## src/rtl/fdc_pkg.sv

```systemverilog
// fdc_pkg: shared types and helpers for the floppy interface decoder.
// Assumes windows are aligned to their own size (base low bits are zero).
package fdc_pkg;

    typedef enum logic {
        WIN_PRIMARY   = 1'b0,
        WIN_SECONDARY = 1'b1
    } fdc_win_e;

endpackage

```

## src/rtl/fdc_win_decode.sv

```systemverilog
// fdc_win_decode: compares an I/O address against one of two aligned
// windows of 2**WIN_W bytes and flags a hit and a hit on the top address.
// Assumes PRI_BASE and SEC_BASE have their low WIN_W bits clear.
module fdc_win_decode #(
    parameter int             ADDR_W   = 16,
    parameter int             WIN_W    = 3,
    parameter logic [ADDR_W-1:0] PRI_BASE = 16'h03F0,
    parameter logic [ADDR_W-1:0] SEC_BASE = 16'h0370
) (
    input  logic [ADDR_W-1:0] addr,
    input  fdc_pkg::fdc_win_e win,
    output logic              hit,
    output logic              hit_top
);
    localparam int TAG_W = ADDR_W - WIN_W;

    logic [ADDR_W-1:0] base;

    // Pick the base of the active window.
    always_comb begin
        base = (win == fdc_pkg::WIN_SECONDARY) ? SEC_BASE : PRI_BASE;
    end

    generate
        if (WIN_W == 0) begin : g_single
            // A one-byte window: every hit is the top address.
            always_comb begin
                hit     = (addr == base);
                hit_top = hit;
            end
        end else begin : g_multi
            // Match the upper bits, then test the low bits for all ones.
            always_comb begin
                hit     = (addr[ADDR_W-1 -: TAG_W] == base[ADDR_W-1 -: TAG_W]);
                hit_top = hit && (&addr[WIN_W-1:0]);
            end
        end
    endgenerate
endmodule

```

## src/rtl/fdc_presence.sv

```systemverilog
// fdc_presence: records whether a controller is fitted. While reset is
// low the flag follows the sense line on each clock edge; once reset is
// released the flag holds until the next reset. Assumes synchronous reset.
module fdc_presence (
    input  logic clk,
    input  logic rst_n,
    input  logic sense_n,
    output logic present
);
    logic present_q;

    // Track the sense line during reset, hold it afterwards.
    always_ff @(posedge clk) begin
        if (!rst_n) present_q <= sense_n;
    end

    assign present = present_q;

    AST_PRESENCE_HELD: assert property (@(posedge clk) disable iff (!rst_n)
        $past(rst_n) |-> $stable(present_q)) else $error("presence changed after reset");
endmodule

```

## src/rtl/fdc_dlight.sv

```systemverilog
// fdc_dlight: drives the disk activity lamp when any request bit is set.
// Assumes request bits are already synchronous to the bus clock.
module fdc_dlight #(
    parameter int REQ_W = 2
) (
    input  logic [REQ_W-1:0] req,
    output logic             light
);
    // Any request turns the lamp on.
    always_comb begin
        light = |req;
    end
endmodule

```

## src/rtl/fdc_if_decode.sv

```systemverilog
// fdc_if_decode: top of the floppy interface decoder. Generates the
// controller chip select, drives data bit 7 with the inverted disk-change
// line on top-address reads, gates everything on the presence flag and
// reset, and drives the disk lamp. Assumes strobes are active high and
// synchronous to clk.
module fdc_if_decode #(
    parameter int                ADDR_W   = 16,
    parameter int                WIN_W    = 3,
    parameter logic [ADDR_W-1:0] PRI_BASE = 16'h03F0,
    parameter logic [ADDR_W-1:0] SEC_BASE = 16'h0370,
    parameter int                LIGHT_W  = 2
) (
    input  logic               clk,
    input  logic               rst_n,
    input  logic [ADDR_W-1:0]  io_addr,
    input  logic               io_rd,
    input  logic               io_wr,
    input  logic               win_sec,
    input  logic               disk_change_n,
    input  logic [LIGHT_W-1:0] light_req,
    output logic               fdc_sel,
    output logic               sd7_out,
    output logic               sd7_oe,
    output logic               disk_light
);
    logic              present;
    logic              hit;
    logic              hit_top;
    logic              enabled;
    fdc_pkg::fdc_win_e win;

    assign win = fdc_pkg::fdc_win_e'(win_sec);

    fdc_win_decode #(
        .ADDR_W   (ADDR_W),
        .WIN_W    (WIN_W),
        .PRI_BASE (PRI_BASE),
        .SEC_BASE (SEC_BASE)
    ) u_win (
        .addr    (io_addr),
        .win     (win),
        .hit     (hit),
        .hit_top (hit_top)
    );

    fdc_presence u_pres (
        .clk     (clk),
        .rst_n   (rst_n),
        .sense_n (disk_change_n),
        .present (present)
    );

    fdc_dlight #(.REQ_W(LIGHT_W)) u_light (
        .req   (light_req),
        .light (disk_light)
    );

    // Support is live only out of reset with a controller fitted.
    always_comb begin
        enabled = rst_n && present;
    end

    // Chip select for any strobed access inside the window.
    always_comb begin
        fdc_sel = enabled && (io_rd || io_wr) && hit;
    end

    // Bit-7 driver: top-address reads only, value is inverted disk change.
    always_comb begin
        sd7_oe  = enabled && io_rd && hit_top;
        sd7_out = sd7_oe ? !disk_change_n : 1'b0;
    end

    AST_SEL_NEEDS_PRESENT: assert property (@(posedge clk) disable iff (!rst_n)
        !present |-> !fdc_sel && !sd7_oe) else $error("select without controller");
    AST_OE_ONLY_READ: assert property (@(posedge clk) disable iff (!rst_n)
        sd7_oe |-> io_rd) else $error("bit 7 driven outside a read");
    AST_OE_WITH_SEL: assert property (@(posedge clk) disable iff (!rst_n)
        sd7_oe |-> fdc_sel) else $error("bit 7 driven without select");
endmodule

```

## config.mk

```make
export PLATFORM = sky130hd
export DESIGN_NAME = fdc_if_decode
export DESIGN_NICKNAME = d
export VERILOG_FILES = /design/src/rtl/fdc_pkg.sv /design/src/rtl/fdc_win_decode.sv /design/src/rtl/fdc_presence.sv /design/src/rtl/fdc_dlight.sv /design/src/rtl/fdc_if_decode.sv
export SDC_FILE = /design/constraint.sdc
export NUM_CORES = 1
export LEC_CHECK = 0
export BUFFER_PORTS_ARGS = -buffer_cell sky130_fd_sc_hd__buf_2
export CAP_MARGIN = 20
export CORE_AREA = 2 2 39 41
export CTS_CLUSTER_DIAMETER = 80
export DETAILED_ROUTE_END_ITERATION = 12
export DIE_AREA = 0 0 41 43
export GPL_ROUTABILITY_DRIVEN = 0
export PLACE_DENSITY = 0.43
export SLEW_MARGIN = 20
export SYNTH_ARGS = -nofsm -noshare
export SYNTH_HDL_FRONTEND = slang
export SYNTH_SLANG_ARGS = --single-unit
```

## constraint.sdc

```tcl
create_clock -name clk -period 2.9 [get_ports clk]
set_input_delay 0.58 -clock clk [delete_from_list [all_inputs] [get_ports clk]]
set_output_delay 0.58 -clock clk [all_outputs]
set_load 0.02 [all_outputs]
```

; After elaboration in Yosys (flattened, before gate mapping)
; Cells that the tools add are included.
[totals]
regBits = 1
inputBits = 24
[classes]
n_eq_ne = 1
muxes = 2
n_reduce_logical = 10
[ops]
columns = operator, n
row1 = $eq 13x13->1, 1
row2 = $mux 8, 1
row3 = $logic_and 1x1->1, 6
row4 = $reduce_and 3->1, 1
row5 = $reduce_or 2->1, 1
row6 = $logic_not 1->1, 1
row7 = $logic_or 1x1->1, 1
row8 = $mux 1, 1

; Longest topological paths before layout
[depth]
word_depth = 5
ltp_mapped = 3

; Cells and area by module
; Synthesis repeated with hierarchy kept, for this count alone.
[hier_totals]
cells_unflattened = 12
area_unflattened_um2 = 142.6
[by_module_without_submodules]
columns = module, n_inst, cells_each, area_per_inst_um2, seq_area_each_um2
row1 = fdc_win_decode, 1, 6, 66.3, 0.0
row2 = fdc_if_decode, 1, 3, 36.3, 0.0
row3 = fdc_presence, 1, 2, 33.8, 30.0
row4 = fdc_dlight, 1, 1, 6.3, 0.0

; Least setup slack after synthesis
; OpenSTA, ideal clock, no wires.
[synth_timing]
kind = input -> output
startpoint = input io_addr[12]
endpoint = output sd7_oe
arrival_time_ps = 1499
required_time_ps = 2320
path_slack_ps = 821
stages = 3
cell_sequence = and4bb_1 > nand4_2 > nor3_1
[synth_between]
elab_chain_cells = 3
[synth_rtl]
columns = item, line_no
row1 = "start, declared", fdc_if_decode.sv:15  ; input logic [ADDR_W-1:0] io_addr,
row2 = $eq 13x13->1, fdc_win_decode.sv:34  ; hit = (addr[ADDR_W-1 -: TAG_W] == base[ADDR_W-1 -: TAG_W]);
row3 = $logic_and 1x1->1, fdc_win_decode.sv:35  ; hit_top = hit && (&addr[WIN_W-1:0]);
row4 = $logic_and 1x1->1, fdc_if_decode.sv:70  ; sd7_oe = enabled && io_rd && hit_top;
row5 = "end, declared", fdc_if_decode.sv:23  ; output logic sd7_oe,
; No other way between the ends.

; Worst setup path after layout
[layout_timing]
startpoint = input io_addr[11]
endpoint = output sd7_oe
; The elaborated chain is that of the path after synthesis.

==> impl_metrics.py <==
metrics = {
    "run_status": {
        "outcome": "finished, final reports clean",
    },
    "routing": {
        "detail-route-antenna-nets": 0,
        "drt-met1-wl_um": 294,
        "drtIter0Drc": 0,
        "drcViolationCount": 0,
        "wl_per_cell_um": 10.84,
        "drt-total-wl_um": 618,
        "top_layer_used": "met3",
        "met3_length_um": 186,
        "route.vias.total": 213,
        "dr.pass1.iters": 1,
        "via_per_inst": 3.737,
        "wl_met2_um": 138,
    },
    "timing": {
        "setup_slack_ns": 0.7640,
        "hold_viol_final": 0,
        "slew_viol_final": 0,
        "fin_setup_tns_ns": 0,
        "rsz0062_at_grt": "no",
        "finalCritPeriodShare_pct": 73.66,
        "worst_slew_pin_slew_ns": 0.2203,
        "finalSetupViolCount": 0,
        "min_period_ns": 2.136,
        "fmax_ghz": 0.4682,
        "relSlewSlack_pct": 85.19,
    },
    "synth": {
        "synth_top_area_share_pct": 21.82,
        "synthesis.instances": 14,
        "synth_seq_cells": 1,
        "avgSynthCellArea_um2": 9.831,
        "ys_seq_area_share_pct": 21.82,
        "synth_largest_area_cell": "edfxtp_1",
        "ys.flop_type": "edfxtp_1",
        "async_flop_share_pct": 0,
        "synth-edff-count": 1,
        "syn_nets": 38,
        "yosysUniqueCellTypes": 12,
        "synth.area.top_cells": "edfxtp_1 (22%), nor4_2 (18%), and4bb_1 (9.1%), nand4_1 (9.1%), nand4_2 (9.1%)",
        "yosysWarnings": 0,
        "ys_top_cells_by_count": "nand4_1 (2), nor4_2 (2)",
        "syn_area_um2": 137.6,
    },
    "final_layout": {
        "finalNetCount": 67,
        "antenna_cells": 0,
        "syn_to_final_growth_pct": 112.7,
        "drive_gt1_share_pct": 78.05,
        "multi_input_area_um2": 103.9,
        "fill_cells": 153,
        "final_cells": 57,
        "regArea_um2": 30.03,
        "largest_register_ffs": 1,
    },
    "setup_path": {
        "worst-path-max-fanout": 3,
        "cp.arrival_ns": 1.56,
        "cp_data_required_time_ns": 2.32,
        "worst_setup_path_start_kind": "input port",
        "critPathKind": "in2out",
        "startpoint": "io_addr[11]",
        "worst_setup_path_end_kind": "output pin",
        "endpoint": "sd7_oe",
    },
    "die": {
        "die_x_um": 41,
        "dieHeight_um": 43,
        "rows": 14,
        "start_util_pct": 9.946,
        "design.core.area_mm2": 0.001384,
        "ioPinCount": 28,
        "dieArea_mm2": 0.001763,
    },
    "pwr": {
        "peakVddDrop_mv": 0.07734,
        "power_leakage_uw": 0.0001607,
        "p_per_area_mw_per_mm2": 140.7,
    },
    "placement": {
        "io_buffers": 27,
        "pre_cts_slack_ns": 0.7670,
        "dp_hpwl_um": 604,
        "dp_cells": 57,
    },
    "grt": {
        "grt_use_total_pct": 6.513,
        "grt_pass1_wl_um": 779,
        "grt_pass1_vias": 176,
        "antenna_found_initial": 0,
        "overflow": 0,
        "grt_max_degree": 4,
    },
    "cts": {
        "ctsResizeCount": 0,
        "clkTransAtPathRegs_ns": 0,
        "post_cts_buffers": 0,
        "holdBufCountCts": 0,
    },
    "worst_hold_path": {
        "hp-start": "disk_change_n",
        "min_path_type": "in2reg",
    },
    "flow_run": {
        "maxCapViolations": 0,
    },
}
[area by class of cell]
type                       count  share of cell area, %
timing repair buffer          27                  46.15
multi-input combinational     12                  35.47
sequential                     1                  10.26
tap                           16                  6.838
inverter                       1                  1.282
[logic make-up after synthesis]
family        Yosys count  synth area share (%)
xor+xnor                1                 6.365
flops                   1                 21.82
simple gates           11                 69.08
buf+inv                 1                 2.725
[power breakdown]
group	total, uW	switching (uW)	internal, uW
sequential	18.0	0.475	17.5
clock	0	0	0
combinational	23.2	9.02	14.2
total	41.2	9.50	31.7
[how the worst min path moves through the flow]
stage	to	slack, ns	cells after the start
floorplan	u_pres.present	0.68	0
global placement	u_pres.present	0.80	1
detailed placement	u_pres.present	0.80	1
CTS	u_pres.present	0.80	1
global route	u_pres.present	0.81	1
finish	u_pres.present	0.80	1
[metrics by stage]
step           power (uW)  area (um2)  hold WS, ns  utilization (%)
4_1_cts             41.47       292.8       0.7976            21.16
3_3_place_gp        41.55       292.8       0.7991            21.16
2_1_floorplan       23.65       137.6       0.6789                -
3_5_place_dp        41.42       292.8       0.7976            21.16
5_1_grt             44.08       292.8       0.8088            21.16
6_report            41.21       292.8       0.7986            21.16
[cell usage in the layout, fill, tap and decap left out]
cell | synthesis | layout
nand4_2 | 1 | 1
nor4_2 | 2 | 2
or2_2 | 1 | 1
xor2_1 | 1 | 1
edfxtp_1 | 1 | 1
and4bb_1 | 1 | 1
buf_2 | 0 | 27
nand4_1 | 2 | 2
nor2_1 | 1 | 1
nor3_1 | 1 | 1
nor3_2 | 1 | 1
and2b_1 | 1 | 1
inv_1 | 1 | 1
[critical path, cell delays in order]
cell	delay, ns
buf_2	0.10
nor4_2	0.25
nand4_1	0.20
nor3_1	0.22
buf_2	0.20
[routing by layer]
| metal | track usage (%) | vias to the layer above |
|---|---|---|
| li1 | - | 111 |
| met1 | 11.50 | 74 |
| met2 | 6.250 | 28 |
| met3 | 4.712 | 0 |
| met4 | 0 | 0 |
| met5 | 0 | - |
Power figures use the tool's default switching activity.
